--- src/rtl/ohw_pkg.sv ---
package ohw_pkg;
  localparam int HYST_W = 2;
  localparam int N_HYST = 1 << HYST_W;

  typedef enum logic {
    ST_ARMED   = 1'b0,
    ST_TRIPPED = 1'b1
  } ohw_state_e;
endpackage

--- src/rtl/ohw_cfg_regs.sv ---
module ohw_cfg_regs
  import ohw_pkg::*;
#(
  parameter int CODE_W = 10
) (
  input  logic              clk,
  input  logic              rst_n,
  input  logic              thr_we,
  input  logic [CODE_W-1:0] thr_wdata,
  input  logic              hys_we,
  input  logic [HYST_W-1:0] hys_wdata,
  input  logic              ien_we,
  input  logic              ien_wdata,
  input  logic              smask_we,
  input  logic              smask_wdata,
  input  logic              vmask_we,
  input  logic              vmask_wdata,
  output logic [CODE_W-1:0] thr_q,
  output logic [HYST_W-1:0] hys_q,
  output logic              ien_q,
  output logic              smask_q,
  output logic              vmask_q
);
  logic [CODE_W-1:0] thr_d;
  logic [HYST_W-1:0] hys_d;
  logic              ien_d;
  logic              smask_d;
  logic              vmask_d;

  always_comb begin
    thr_d   = thr_q;
    hys_d   = hys_q;
    ien_d   = ien_q;
    smask_d = smask_q;
    vmask_d = vmask_q;
    if (thr_we)   thr_d   = thr_wdata;
    if (hys_we)   hys_d   = hys_wdata;
    if (ien_we)   ien_d   = ien_wdata;
    if (smask_we) smask_d = smask_wdata;
    if (vmask_we) vmask_d = vmask_wdata;
  end

  always_ff @(posedge clk or negedge rst_n) begin
    if (!rst_n) begin
      thr_q <= '1;
      hys_q <= '0;
    end else begin
      if (thr_we) thr_q <= thr_d;
      if (hys_we) hys_q <= hys_d;
    end
  end

  always_ff @(posedge clk or negedge rst_n) begin
    if (!rst_n) begin
      ien_q   <= 1'b0;
      smask_q <= 1'b0;
      vmask_q <= 1'b0;
    end else begin
      if (ien_we)   ien_q   <= ien_d;
      if (smask_we) smask_q <= smask_d;
      if (vmask_we) vmask_q <= vmask_d;
    end
  end
endmodule

--- src/rtl/ohw_window.sv ---
module ohw_window
  import ohw_pkg::*;
#(
  parameter int                         CODE_W      = 10,
  parameter bit                         HOT_IS_HIGH = 1'b1,
  parameter logic [N_HYST*CODE_W-1:0]   OFS_PACK    = '0
) (
  input  logic [CODE_W-1:0] thr,
  input  logic [HYST_W-1:0] hys,
  input  logic [CODE_W-1:0] code,
  output logic              hot,
  output logic              cool
);
  localparam logic [CODE_W:0] CODE_MAX = {1'b0, {CODE_W{1'b1}}};

  logic [CODE_W-1:0] ofs_tbl [N_HYST];
  logic [CODE_W-1:0] ofs;
  logic [CODE_W:0]   sum_ext;
  logic [CODE_W-1:0] wm_hi;
  logic [CODE_W-1:0] wm_lo;

  for (genvar g = 0; g < N_HYST; g++) begin : g_ofs
    assign ofs_tbl[g] = OFS_PACK[g*CODE_W +: CODE_W];
  end

  always_comb begin
    ofs     = ofs_tbl[hys];
    sum_ext = {1'b0, thr} + {1'b0, ofs};
    wm_hi   = (sum_ext > CODE_MAX) ? CODE_MAX[CODE_W-1:0] : sum_ext[CODE_W-1:0];
    wm_lo   = (thr < ofs) ? '0 : (thr - ofs);
  end

  if (HOT_IS_HIGH) begin : g_up
    assign hot  = (code >= wm_hi);
    assign cool = (code <  wm_lo);
  end else begin : g_down
    assign hot  = (code <= wm_lo);
    assign cool = (code >  wm_hi);
  end
endmodule

--- src/rtl/ohw_detect.sv ---
module ohw_detect
  import ohw_pkg::*;
(
  input  logic clk,
  input  logic rst_n,
  input  logic smp_vld,
  input  logic hot,
  input  logic cool,
  input  logic ien,
  input  logic cause_rd,
  output logic armed,
  output logic cause_q
);
  ohw_state_e st_q, st_d;
  logic       evt;
  logic       cause_d;
  logic       cause_en;
  logic       st_en;

  always_comb begin
    evt      = smp_vld && hot && ien && (st_q == ST_ARMED);
    st_d     = st_q;
    case (st_q)
      ST_ARMED:   if (evt) st_d = ST_TRIPPED;
      ST_TRIPPED: if (smp_vld && cool) st_d = ST_ARMED;
      default:    st_d = ST_ARMED;
    endcase
    st_en    = (st_d != st_q);
    cause_d  = evt || (cause_q && !cause_rd);
    cause_en = evt || cause_rd;
  end

  always_ff @(posedge clk or negedge rst_n) begin
    if (!rst_n) begin
      st_q <= ST_ARMED;
    end else if (st_en) begin
      st_q <= st_d;
    end
  end

  always_ff @(posedge clk or negedge rst_n) begin
    if (!rst_n) begin
      cause_q <= 1'b0;
    end else if (cause_en) begin
      cause_q <= cause_d;
    end
  end

  assign armed = (st_q == ST_ARMED);
endmodule

--- src/rtl/overheat_watch.sv ---
module overheat_watch
  import ohw_pkg::*;
#(
  parameter int CODE_W      = 10,
  parameter bit HOT_IS_HIGH = 1'b1,
  parameter int HYST_OFS0   = 2,
  parameter int HYST_OFS1   = 4,
  parameter int HYST_OFS2   = 8,
  parameter int HYST_OFS3   = 16
) (
  input  logic              clk,
  input  logic              rst_n,
  input  logic              smp_vld,
  input  logic [CODE_W-1:0] smp_code,
  input  logic              thr_we,
  input  logic [CODE_W-1:0] thr_wdata,
  input  logic              hys_we,
  input  logic [1:0]        hys_wdata,
  input  logic              ien_we,
  input  logic              ien_wdata,
  input  logic              smask_we,
  input  logic              smask_wdata,
  input  logic              vmask_we,
  input  logic              vmask_wdata,
  input  logic              cause_rd,
  output logic              cause_rdata,
  output logic              irq_o
);
  localparam logic [N_HYST*CODE_W-1:0] OFS_PACK = {
    CODE_W'(HYST_OFS3), CODE_W'(HYST_OFS2),
    CODE_W'(HYST_OFS1), CODE_W'(HYST_OFS0)
  };

  logic [CODE_W-1:0] thr_q;
  logic [HYST_W-1:0] hys_q;
  logic              ien_q;
  logic              smask_q;
  logic              vmask_q;
  logic              hot;
  logic              cool;
  logic              armed;
  logic              cause_q;

  ohw_cfg_regs #(.CODE_W(CODE_W)) u_cfg (
    .clk        (clk),
    .rst_n      (rst_n),
    .thr_we     (thr_we),
    .thr_wdata  (thr_wdata),
    .hys_we     (hys_we),
    .hys_wdata  (hys_wdata),
    .ien_we     (ien_we),
    .ien_wdata  (ien_wdata),
    .smask_we   (smask_we),
    .smask_wdata(smask_wdata),
    .vmask_we   (vmask_we),
    .vmask_wdata(vmask_wdata),
    .thr_q      (thr_q),
    .hys_q      (hys_q),
    .ien_q      (ien_q),
    .smask_q    (smask_q),
    .vmask_q    (vmask_q)
  );

  ohw_window #(
    .CODE_W     (CODE_W),
    .HOT_IS_HIGH(HOT_IS_HIGH),
    .OFS_PACK   (OFS_PACK)
  ) u_win (
    .thr (thr_q),
    .hys (hys_q),
    .code(smp_code),
    .hot (hot),
    .cool(cool)
  );

  ohw_detect u_det (
    .clk     (clk),
    .rst_n   (rst_n),
    .smp_vld (smp_vld),
    .hot     (hot),
    .cool    (cool),
    .ien     (ien_q),
    .cause_rd(cause_rd),
    .armed   (armed),
    .cause_q (cause_q)
  );

  assign cause_rdata = cause_q;
  assign irq_o       = cause_q && smask_q && vmask_q;
endmodule

--- config.mk ---
export PLATFORM = sky130hd
export DESIGN_NAME = overheat_watch
export DESIGN_NICKNAME = d
export VERILOG_FILES = /design/src/rtl/ohw_pkg.sv /design/src/rtl/ohw_cfg_regs.sv /design/src/rtl/ohw_window.sv /design/src/rtl/ohw_detect.sv /design/src/rtl/overheat_watch.sv
export SDC_FILE = /design/constraint.sdc
export NUM_CORES = 1
export LEC_CHECK = 0
export BUFFER_PORTS_ARGS = -buffer_cell sky130_fd_sc_hd__buf_2
export CORE_MARGIN = 1
export CORE_UTILIZATION = 40
export CTS_BUF_LIST = sky130_fd_sc_hd__clkbuf_2
export CTS_CLUSTER_SIZE = 12
export DETAILED_ROUTE_END_ITERATION = 8
export GPL_ROUTABILITY_DRIVEN = 0
export PLACE_DENSITY_LB_ADDON = 0.08
export SLEW_MARGIN = 20
export SYNTH_ARGS = -nofsm -noshare
export SYNTH_HDL_FRONTEND = slang
export SYNTH_SLANG_ARGS = --single-unit
--- constraint.sdc ---
create_clock -name clk -period 3.3 [get_ports clk]
set_input_delay 0 -clock clk [delete_from_list [all_inputs] [get_ports clk]]
set_output_delay 0 -clock clk [all_outputs]
set_load 0.01 [all_outputs]
==> results of run 1 <==
[through the flow]
stage          utilization  hold WS [ns]
4_1_cts              0.528        0.0134
3_5_place_dp         0.468       -0.0505
5_1_grt              0.529        0.0268
6_report             0.529        0.0128
3_3_place_gp         0.468       -0.0566
2_1_floorplan            -        -0.296
[final timing paths]
check                      cells after the start            from  slack [ns]              to
min in group asynchronous                      2           rst_n        0.09   u_cfg.smask_q
max reg2reg                                   13  u_cfg.hys_q[0]        0.19      u_det.st_q
max in group asynchronous                      2           rst_n        2.88  u_cfg.thr_q[0]
min reg2reg                                    2  u_cfg.thr_q[1]        0.53  u_cfg.thr_q[1]
max                                           13  u_cfg.hys_q[0]        0.19      u_det.st_q
min                                            3          thr_we        0.01  u_cfg.thr_q[1]
[timing repair]
| action | CTS | global route |
|---|---|---|
| hold buffers | 22 | 0 |
| hold endpoints to repair | 33 | 0 |
| gates resized for setup | 0 | 1 |
| setup endpoints to repair | 0 | 1 |
[Yosys cell counts, types with 4 or more instances]
| cell type | n | area, µm² |
|---|---|---|
| a21oi_1 | 7 | 35.0 |
| dfrtp_1 | 7 | 175 |
| dfstp_2 | 10 | 263 |
| ha_1 | 27 | 338 |
| inv_1 | 9 | 33.8 |
| mux2_2 | 14 | 158 |
| mux2i_1 | 4 | 40.0 |
| nand2_1 | 12 | 45.0 |
| nand2b_1 | 6 | 37.5 |
| nor2_1 | 14 | 52.6 |
| nor2b_1 | 8 | 50.1 |
| o21a_1 | 4 | 30.0 |
| o21ai_0 | 10 | 50.1 |
[where the power goes]
group | internal (mW) | total [mW] | leakage (nW) | switching, mW
combinational | 0.182 | 0.352 | 0.801 | 0.170
clock | 0.0275 | 0.104 | 0.0164 | 0.0767
sequential | 0.244 | 0.276 | 0.190 | 0.0316
total | 0.453 | 0.731 | 1.01 | 0.278
[critical path, delay by kind of cell, from the launching register on]
kind | cells | cell delay [ns]
AND/OR/NAND/NOR | 4 | 0.97
AO/OA/AOI/OAI | 7 | 1.14
adder cells (fa/ha/maj) | 2 | 0.51
flip-flops | 1 | 0.45
[metal layers]
| metal | up-vias | global-route usage | share of wire |
|---|---|---|---|
| li1 | 744 | - | - |
| met1 | 655 | 0.248 | 0.49 |
| met2 | 30 | 0.316 | 0.48 |
| met3 | 2 | 0.0241 | 0.034 |
| met4 | 0 | 0.0399 | 0.0051 |
| met5 | - | 0 | 0 |
[cell type report]
type | instances | area [µm²] | share of cell area
multi-input combinational | 145 | 1160 | 0.551
sequential | 17 | 438 | 0.207
timing repair buffer | 57 | 395 | 0.187
tap | 50 | 62.6 | 0.0296
inverter | 9 | 33.8 | 0.0160
clock buffer | 3 | 15.0 | 0.00710
clock inverter | 1 | 5.00 | 0.00237
[cells by family (layout without fill, tap and decap cells)]
kind of cell             Yosys count  after routing  share of synthesized area
AO/OA/AOI/OAI                     36             36                      0.147
XOR/XNOR                           5              5                     0.0265
adder cells (fa/ha/maj)           29             29                      0.228
buffers and inverters             13             70                     0.0340
flip-flops                        17             17                      0.265
multiplexers                      18             18                      0.119
AND/OR/NAND/NOR                   57             57                      0.181
[flip-flops by register name (all words and copies together), names as in the netlist]
| signal | cells |
|---|---|
| u_det.cause_q | 1 |
| u_cfg.smask_q | 1 |
| u_det.st_q | 1 |
| u_cfg.ien_q | 1 |
| u_cfg.thr_q | 10 |
| u_cfg.hys_q | 2 |
| u_cfg.vmask_q | 1 |
==> results.md, run 1 <==
Power:
- The total power consumption of the routed design is 731 µW.
- In this run the static leakage power is 1.01 nW.
- IR analysis of the VDD net gives a maximum drop of 205 µV.
- The power density over cell area is 346 nW/µm².

Synth:
- The distinct cell type count after synthesis is 43.
- The number of nets in the synthesized netlist is 238.
- The synthesized netlist occupies a cell area of 1660 µm².
- After technology mapping, the gate count stands at 175.
- The number of warnings issued by yosys is 0.
- The async set-or-reset flop fraction in the synthesized netlist is 1.00.
- Of the synthesized area, sequential elements account for 0.265.
- Averaged over all synthesized cells, the footprint is 9.46 µm².
- Counting flops with a built-in enable in the synthesized netlist gives 0.
- The post-synthesis sequential element count is 17.
- The most used flip-flop cell after synthesis is dfstp_2.

Placement:
- The wire-length estimate of the detail-placed layout is 3050 µm.
- Buffers placed on the I/O ports in this run total 35.
- Once placement finished, the instance area stood at 1870 µm².
- The count of placed standard cells including taps is 256.
- The minimum setup slack after placement is 0.195 ns.

Floorplanning:
- The die is 66.3 µm tall.
- The area of the die is 4400 µm².
- The row count is 23.
- The floorplan step defined a core boundary enclosing 4000 µm².
- The initial utilization of the core area, before any placement, comes to 0.414.
- Measured along the x axis, the die boundary spans 66.3 µm.
- During I/O placement, the number of pins put on the boundary was 36.

Critical path:
- In this design, the stage delay of the slowest critical-path cell is 0.48 ns.
- The endpoint type of the worst setup path is a register.
- For the worst setup path, the data required time is 3.58 ns.
- The critical path is of the reg2reg type.
- STA classifies the critical path startpoint as a register.
- The signal on the critical path passes through nand2b_1 -> ha_1 -> nand2b_1 -> a21oi_2 -> o21bai_2 -> or4_1 -> o21ai_0 -> ha_1 -> o21ai_0 -> a211oi_1 -> o2111ai_1 -> a2bb2oi_1 -> nand3b_1.
- STA puts the critical path data arrival time at 3.39 ns.
- The slowest stage of the critical path is the or4_1 cell.
- The maximum fanout encountered on the critical timing path is 7.

Cells and area:
- The number of nets at the end of the flow is 296.
- Leaving out filler cells and counting taps, the final layout contains 282.
- In the layout the commonest cells are 35 x buf_2, 27 x ha_1, 22 x dlygate4sd3_1.
- Summing all non-filler instances in the final layout gives an area of 2110 µm².
- 0 antenna diodes ended up in the layout.
- The fill cell instance count of the final layout is 368.
- The ratio of cells with drive above 1 in the final layout is 0.297.
- Relative to the synthesized area, the layout overhead comes to 27.7%.
- The most common cell after layout, fill and taps aside is buf_2.

Timing:
- Setup violations remaining at the end of the flow were counted as 0.
- The worst setup skew after layout is 0.0171 ns.
- The final-report hold violation count came to 0.
- The worst setup slack after layout is 0.185 ns.
- The transition at the pin with the smallest max-transition slack is 0.394 ns.
- Setup repair after global routing left no endpoint under its margin.
- The count of pins over their slew limit was 0.
- The setup TNS is 0 ns.
- The portion of the clock cycle consumed by the worst path in the final layout is 0.944.
- The maximum clock frequency is 0.321 GHz.
- In this run the tightest slew margin relative to its limit is 0.738.
- The worst path in the final design needs a cycle of 3.11 ns, including I/O delays and setup.

Clock network:
- Buffers inserted during clock tree synthesis total 3.
- The CTS tree is built.
- The maximum level of the CTS H-tree is 1.
- The tree is rooted in a clkbuf_2.
- Counting along the longest clock path gives a buffer depth of 2.
- Once the clock tree was built, the setup fixing pass inserted 0 buffers.
- The TritonCTS sink count is 17.
- The latest clock arrival within the worst-skew pair is 0.32 ns.
- The clock-pin slew reported for the worst setup and hold paths after clock tree synthesis is 0.20 ns.

Outcome:
- The run finished with clean final reports.

Routing:
- The number of search-and-repair iterations in the first detailed-routing pass is 4.
- The detail route stage leaves a number of antenna-violating nets equal to 0.
- After detailed routing, the average wire length per cell comes to 13.3 µm.
- The routed wire length is 3760 µm.
- After detailed routing, the number of remaining DRC violations is 0.
- The first routing iteration left 36 violations.
- In the routed layout, each cell is associated on average with a via count of 5.07.
- The routed via count is 1431.

Global routing:
- The number of global-route vias before repair came to 1430.
- For this run the aggregate overflow at the end of global routing stands at 0.
- Entering global routing, the biggest net connects 18 pins.
- The total global-route track usage is 0.186.
- The global-route wire length before repair is 6110 µm.
- The initial antenna violation count is 0.

Flow run:
- The tool flagged a number of max-cap violations equal to 0.

Min path:
- The type of the tightest min-delay check is in2reg.
No activity file was read; power rests on OpenSTA's default activity.
==> inputs of run 2 (changes only) <==
- CORE_UTILIZATION: 40 -> 45
==> results.md, run 2 (same netlist as run 1, synthesis figures left out) <==
Outcome:
- The flow ran to the end, and the final reports show no timing, DRC or antenna violations.

Critical path:
- The largest stage delay on the critical path is 0.46 ns.
- Traced cell by cell, the critical path runs through nand2b_1 -> ha_1 -> nand2b_1 -> a21oi_2 -> o21bai_2 -> or4_1 -> o21ai_0 -> ha_1 -> o21ai_0 -> a211oi_2 -> o2111ai_1 -> a2bb2oi_1 -> o21ai_0.
- The critical path is of the reg2reg type.
- The endpoint identified for the worst register-to-register timing path is u_det.cause_q.
- STA puts the critical path data arrival time at 3.22 ns.
- The number of buffers and inverters on the critical path is 0.
- The number of cell instances on the worst register-to-register path is 13.
- STA classifies the critical path startpoint as a register.
- Counting stages on the worst path, the most repeated cell is o21ai_0.
- The endpoint type of the worst setup path is a register.
- Broken down by cell family, the worst path's largest delay share belongs to compound AO/OA/AOI/OAI gates.
- Along the worst path, the maximum fanout reaches 7.
- The slowest stage of the critical path is the or4_1 cell.
- The setup check on the worst reg-to-reg path leaves a slack of 0.30 ns.
- The startpoint identified for the worst register-to-register timing path is u_cfg.hys_q[0].
- Data on the critical path is required at its endpoint by 3.51 ns.

Cells and area:
- The number of antenna diodes in the final layout is 0.
- In the layout the commonest cells are 35 x buf_2, 27 x ha_1, 22 x dlygate4sd3_1.
- The ratio of cells with drive above 1 in the final layout is 0.297.
- In the final layout, the registers with the most flip-flops are u_cfg.thr_q: 10 flops, u_cfg.hys_q: 2 flops.
- The filler cells instantiated in the layout total 311.
- The area growth from synthesis to layout is 27.5%.
- The number of flip-flops in the largest register is 10.
- u_cfg.thr_q holds more flip-flops than any other register.
- The library cell used most frequently in the layout, excluding fill and tap cells, is buf_2.
- The number of nets at the end of the flow is 296.

Floorplanning:
- The die covers 3930 µm².
- The die is 62.7 µm wide.
- The initial standard-cell utilization of the core is 0.481.
- 36 I/O pins were placed.
- The die is 62.7 µm tall.
- The row count is 21.
- The total area inside the core boundary comes to 3440 µm².

Timing:
- The final-report hold violation count is 0.
- The worst path meets setup with 0.296 ns of slack.
- The setup TNS is 0 ns.
- For the final database, setup skew stands at 0.00491 ns.
- Setup repair after global routing left no endpoint under its margin.
- Static timing analysis puts the maximum clock frequency at 0.333 GHz.
- The transition at the pin with the smallest max-transition slack is 0.379 ns.
- The shortest clock period the worst path allows after layout is 3.00 ns.
- The count of endpoints failing setup in the final report is 0.
- The count of pins over their slew limit is 0.
- The worst max-slew margin expressed relative to the limit is 0.747.
- The portion of the clock cycle consumed by the worst path in the final layout is 0.910.

Routing:
- The iteration-0 DRC count of the detailed router is 39.
- The routed wirelength normalized by instance count is 12.8 µm.
- The detailed router placed 1435 vias in this run.
- The count of antenna-violating nets left after detailed routing is 0.
- After detailed routing, the number of remaining DRC violations is 0.
- The ratio of routed vias to standard cells is 5.16.
- The routed wire length is 3560 µm.
- The number of search-and-repair iterations in the first detailed-routing pass is 4.

Min path:
- The tightest min-delay check is of the in2reg type.
- The worst hold path terminates at u_cfg.thr_q[1].
- Counting instances, the worst hold path has a depth of 3.
- The worst hold path begins at thr_we.

Global routing:
- The initial antenna violation count is 0.
- Summed over all layers, the global routing overflow is 0.
- For this run, the total global-route usage over all layers was measured as 0.201.
- The maximum number of pins on one net before global-route repair is 18.
- The global-route wire length before repair is 6290 µm.
- The number of global-route vias before repair was 1482.

Flow run:
- The tool flagged a number of max-cap violations equal to 0.

Placement:
- Input and output buffers added on the ports amount to 35.
- Detailed placement finished with a half-perimeter wire length of 2900 µm.
- The minimum setup slack after placement is 0.271 ns.

Clock network:
- Clock-pin slew was measured on the worst setup and hold paths at 0.17 ns.
- The maximum level of the CTS H-tree is 1.
- The post-CTS setup repair buffer count is 0.
- The CTS tree is built.
- The CTS root buffer is clkbuf_2.
- The latest clock arrival within the worst-skew pair is 0.31 ns.
- In this run, CTS created clock tree buffers numbering 3.
- The clock passes through at most 2 buffers.
- The clock drives 17 sinks.

Power:
- Dividing total power by cell area gives a power density of 344 nW/µm².
- The share of power burned in registers is 0.380.
- For this design the total switching power over the nets is 270 µW.
- The analysis attributes to cell leakage a power of 1.01 nW.
- Internal power comes to 456 µW.
- Of the total power, the share spent switching nets is 0.372.
- The share of total power dissipated in the clock network is 0.139.
- IR analysis of the VDD net gives a maximum drop of 214 µV.
- The power share of the combinational group is 0.481.
run 2: cell types whose count changed in the layout (fill, tap and decap cells not counted), sizes merged:
cell,previous run,this run
clkinv,1,0
clkbuf,3,4
run 2: worst max-delay path by stage:
stage,slack (ns),end,cells after the start,startpoint
2_1_floorplan,0.55,u_det.cause_q,13,u_cfg.hys_q[0]
3_3_place_gp,0.29,u_det.cause_q,13,u_cfg.hys_q[0]
3_5_place_dp,0.27,u_det.st_q,13,u_cfg.hys_q[0]
4_1_cts,0.25,u_det.st_q,13,u_cfg.hys_q[0]
5_1_grt,0.06,u_det.cause_q,12,u_cfg.hys_q[1]
6_report,0.30,u_det.cause_q,13,u_cfg.hys_q[0]
run 2: per-layer routing:
metal	part of all wire	GRT usage	routed length, µm	vias to the layer above
li1	-	-	-	743
met2	0.47	0.345	1670	25
met3	0.028	0.0237	101	5
met1	0.49	0.263	1750	662
met5	0	0	0	-
met4	0.012	0.0610	41	0
run 2: metrics by stage:
step	hold slack, ns	power (mW)	area (µm²)	std cells	utilization
floorplan	-0.296	0.510	1660	175	-
global placement	-0.0619	0.591	1870	252	0.542
detailed placement	-0.0567	0.605	1870	252	0.542
CTS	0.0118	0.733	2110	278	0.612
global route	0.0494	0.798	2110	278	0.613
finish	0.0184	0.726	2110	278	0.613
run 2: timing repair:
action,CTS,global route
hold buffers,22,0
hold endpoints to repair,33,0
endpoints found under the setup margin,0,2
resized for setup,0,1
run 2: tightest hold or removal path, cell delays in order:
cell     delay (ns)
buf_2          0.18
nand2_1        0.08
o21ai_0        0.07
run 2: cell type report:
| cell class | count | area, µm² | share of cell area |
|---|---|---|---|
| timing repair buffer | 57 | 395 | 0.187 |
| inverter | 9 | 33.8 | 0.0160 |
| sequential | 17 | 438 | 0.207 |
| multi-input combinational | 145 | 1170 | 0.552 |
| tap | 46 | 57.6 | 0.0273 |
| clock buffer | 4 | 20.0 | 0.00948 |
run 2: power groups by stage:
stage          Combinational [mW]  Clock [mW]  Sequential [mW]
6_report                    0.349       0.101            0.276
3_5_place_dp                0.326           0            0.279
3_3_place_gp                0.314           0            0.277
4_1_cts                     0.352       0.106            0.275
5_1_grt                     0.402       0.115            0.281
2_1_floorplan               0.246           0            0.264
==> inputs of run 3 (changes only) <==
- clock period: 3.3 -> 3.8 ns (I/O delays scaled with it)
==> results.md, run 3 (same netlist as run 1, synthesis figures left out) <==
Outcome:
- The run finished with clean final reports.

Cells and area:
- Leaving out fill and tap cells, the most frequent cell in the layout is buf_2.
- The growth of design area from synthesis to finish is 27.2%.
- The antenna diode count is 0.
- After routing the design area is 2110 µm².
- More flip-flops sit in one register than any other, and that register is u_cfg.thr_q.
- The number of nets at the end of the flow is 296.
- The ratio of cells with drive above 1 in the final layout is 0.293.
- The utilization after layout is 0.612.
- The register with the most flip-flops in the layout has 10 of them.
- In the layout the commonest cells are 35 x buf_2, 27 x ha_1, 22 x dlygate4sd3_1.
- In the final layout, the registers with the most flip-flops are u_cfg.thr_q: 10 flops, u_cfg.hys_q: 2 flops.

Clock network:
- The tree is rooted in a clkbuf_2.
- The latest clock arrival within the worst-skew pair is 0.30 ns.
- After clock tree synthesis, the setup repair step added 0 buffers.
- The TritonCTS sink count is 17.
- TritonCTS built the clock tree.
- Clock tree synthesis inserted a total of 3 buffers.
- The clock-pin slew reported for the worst setup and hold paths after clock tree synthesis is 0.17 ns.
- The buffer levels on the longest clock path is 2.
- The maximum level of the CTS H-tree is 1.

Routing:
- For this block, the routed nets add up to 3610 µm of wire.
- The routed via count is 1439.
- Using the TritonRoute via totals, the vias-per-cell ratio works out to 5.18.
- After the first detailed-routing iteration, the DRC count stood at 24.
- The count of antenna-violating nets left after detailed routing is 0.
- The routed wirelength normalized by instance count is 13.0 µm.
- For this run, the detailed router's first-pass iteration total came to 4.
- The detailed-route DRC error count is 0.

Timing:
- Dividing the final minimum period by the clock period gives 0.796.
- The count of endpoints failing setup in the final report is 0.
- The final-report hold violation count is 0.
- The worst hold-check slack is 0.0189 ns.
- The shortest clock period the worst path allows after layout is 3.03 ns.
- The transition at the pin with the smallest max-transition slack is 0.372 ns.
- The maximum clock frequency is 0.331 GHz.
- The count of pins over their slew limit was 0.
- The worst setup skew after layout is 0.00114 ns.
- Setup repair after global routing left no endpoint under its margin.
- The setup TNS is 0 ns.
- The worst max-slew margin expressed relative to the limit is 0.752.
- The worst setup slack after layout is 0.775 ns.

Global routing:
- The total global-route track usage is 0.208.
- Entering global routing, the biggest net connects 18 pins.
- The total overflow left after global routing is 0.
- For met3 alone, demand over resource in global routing was 0.0237.
- The initial antenna violation count is 0.
- The global routing met2 resource utilization is 0.355.
- The global-route wire length before repair is 6520 µm.
- The most used routing layer is met2.
- The number of global-route vias before repair came to 1530.
- For this run, global-route usage on met1 was measured as 0.271.

Critical path:
- The endpoint type of the worst setup path is a register.
- The required time of the worst setup path is 4.05 ns.
- The reg-to-reg setup timing slack is 0.77 ns.
- The start-to-end type of the worst setup path is reg2reg.
- In this design, the stage delay of the slowest critical-path cell is 0.46 ns.
- The maximum fanout encountered on the critical timing path is 7.
- The critical path goes through nand2b_1 -> ha_1 -> nand2b_1 -> a21oi_2 -> o21bai_2 -> or4_1 -> o21ai_0 -> ha_1 -> o21ai_0 -> a211oi_1 -> o2111ai_1 -> a2bb2oi_1 -> nand3b_1.
- On the critical path, the stage with the largest delay is an instance of or4_1.
- STA classifies the critical path startpoint as a register.
- The critical path data arrival time is 3.28 ns.
- The critical path starts at u_cfg.hys_q[0].
- The worst register-to-register path begins at u_cfg.hys_q[0].

Flow run:
- The max capacitance violation total is 0.

Floorplanning:
- The die covers 3930 µm².
- The core region is 3440 µm².
- In this run the vertical extent of the chip is 62.7 µm.
- The initial standard-cell utilization of the core is 0.481.
- The row count is 21.
- The die is 62.7 µm wide.
- In this run the count of I/O pins placed on the die edge is 36.

Power:
- Power spread over the standard cell area amounts to 299 nW/µm².
- The leakage power is 1.01 nW.
- Of the total power, combinational logic draws 0.482.
- The share of power burned in registers is 0.379.
- IR analysis of the VDD net gives a maximum drop of 160 µV.
- The internal power is 396 µW.
- For this design the total switching power over the nets is 233 µW.
- The share of total power dissipated in the clock network is 0.139.
- The switching part of the total power is 0.370.

Min path:
- The path class of the tightest hold or removal check is in2reg.
- The startpoint of the most critical hold path is thr_we.

Placement:
- Once detailed placement completed, the half-perimeter wirelength came to 2900 µm.
- The count of input and output buffers is 35.
- OpenSTA, run right after detailed placement, puts the worst setup slack at 0.761 ns.
- The area of placed instances is 1870 µm².
run 3: stage by stage:
step           instances  power, mW
3_5_place_dp         252      0.525
2_1_floorplan        175      0.443
5_1_grt              278      0.693
4_1_cts              278      0.636
6_report             278      0.629
3_3_place_gp         252      0.513
run 3: power by group through the flow:
stage	logic [mW]	clock network [mW]	registers [mW]
floorplan	0.214	0	0.229
global placement	0.273	0	0.240
detailed placement	0.283	0	0.242
CTS	0.305	0.0923	0.239
global route	0.350	0.100	0.243
finish	0.303	0.0871	0.238
run 3: cell type report:
class                           instances  area [µm²]
Clock buffer                            4        20.0
Tap cell                               46        57.6
Fill cell                             316        1340
Inverter                                9        33.8
Multi-Input combinational cell        145        1160
Sequential cell                        17         438
Timing Repair Buffer                   57         395
run 3: repair_timing:
item                                   4_1_cts  5_1_grt
endpoints found under the hold margin       33        0
hold buffers                                22        0
resized for setup                            0        0
setup endpoints to repair                    0        0
run 3: worst paths after layout:
path | to | cells after the start
max | u_det.st_q | 13
min | u_cfg.thr_q[1] | 3
max reg2reg | u_det.st_q | 13
min reg2reg | u_cfg.thr_q[1] | 2
max in group asynchronous | u_cfg.thr_q[1] | 2
min in group asynchronous | u_cfg.vmask_q | 2
run 3: worst max-delay path, delay by kind of cell (launching register included):
family	cells	cell delay, ns
AO/OA/AOI/OAI	7	1.10
adder cells (fa/ha/maj)	2	0.51
flip-flops	1	0.44
AND/OR/NAND/NOR	4	0.94
run 3: per-layer routing:
| layer | share of wire | vias to the layer above | wire, µm |
|---|---|---|---|
| li1 | - | 743 | - |
| met1 | 0.48 | 659 | 1730 |
| met2 | 0.48 | 31 | 1730 |
| met3 | 0.029 | 6 | 106 |
| met4 | 0.013 | 0 | 46 |
| met5 | 0 | - | 0 |
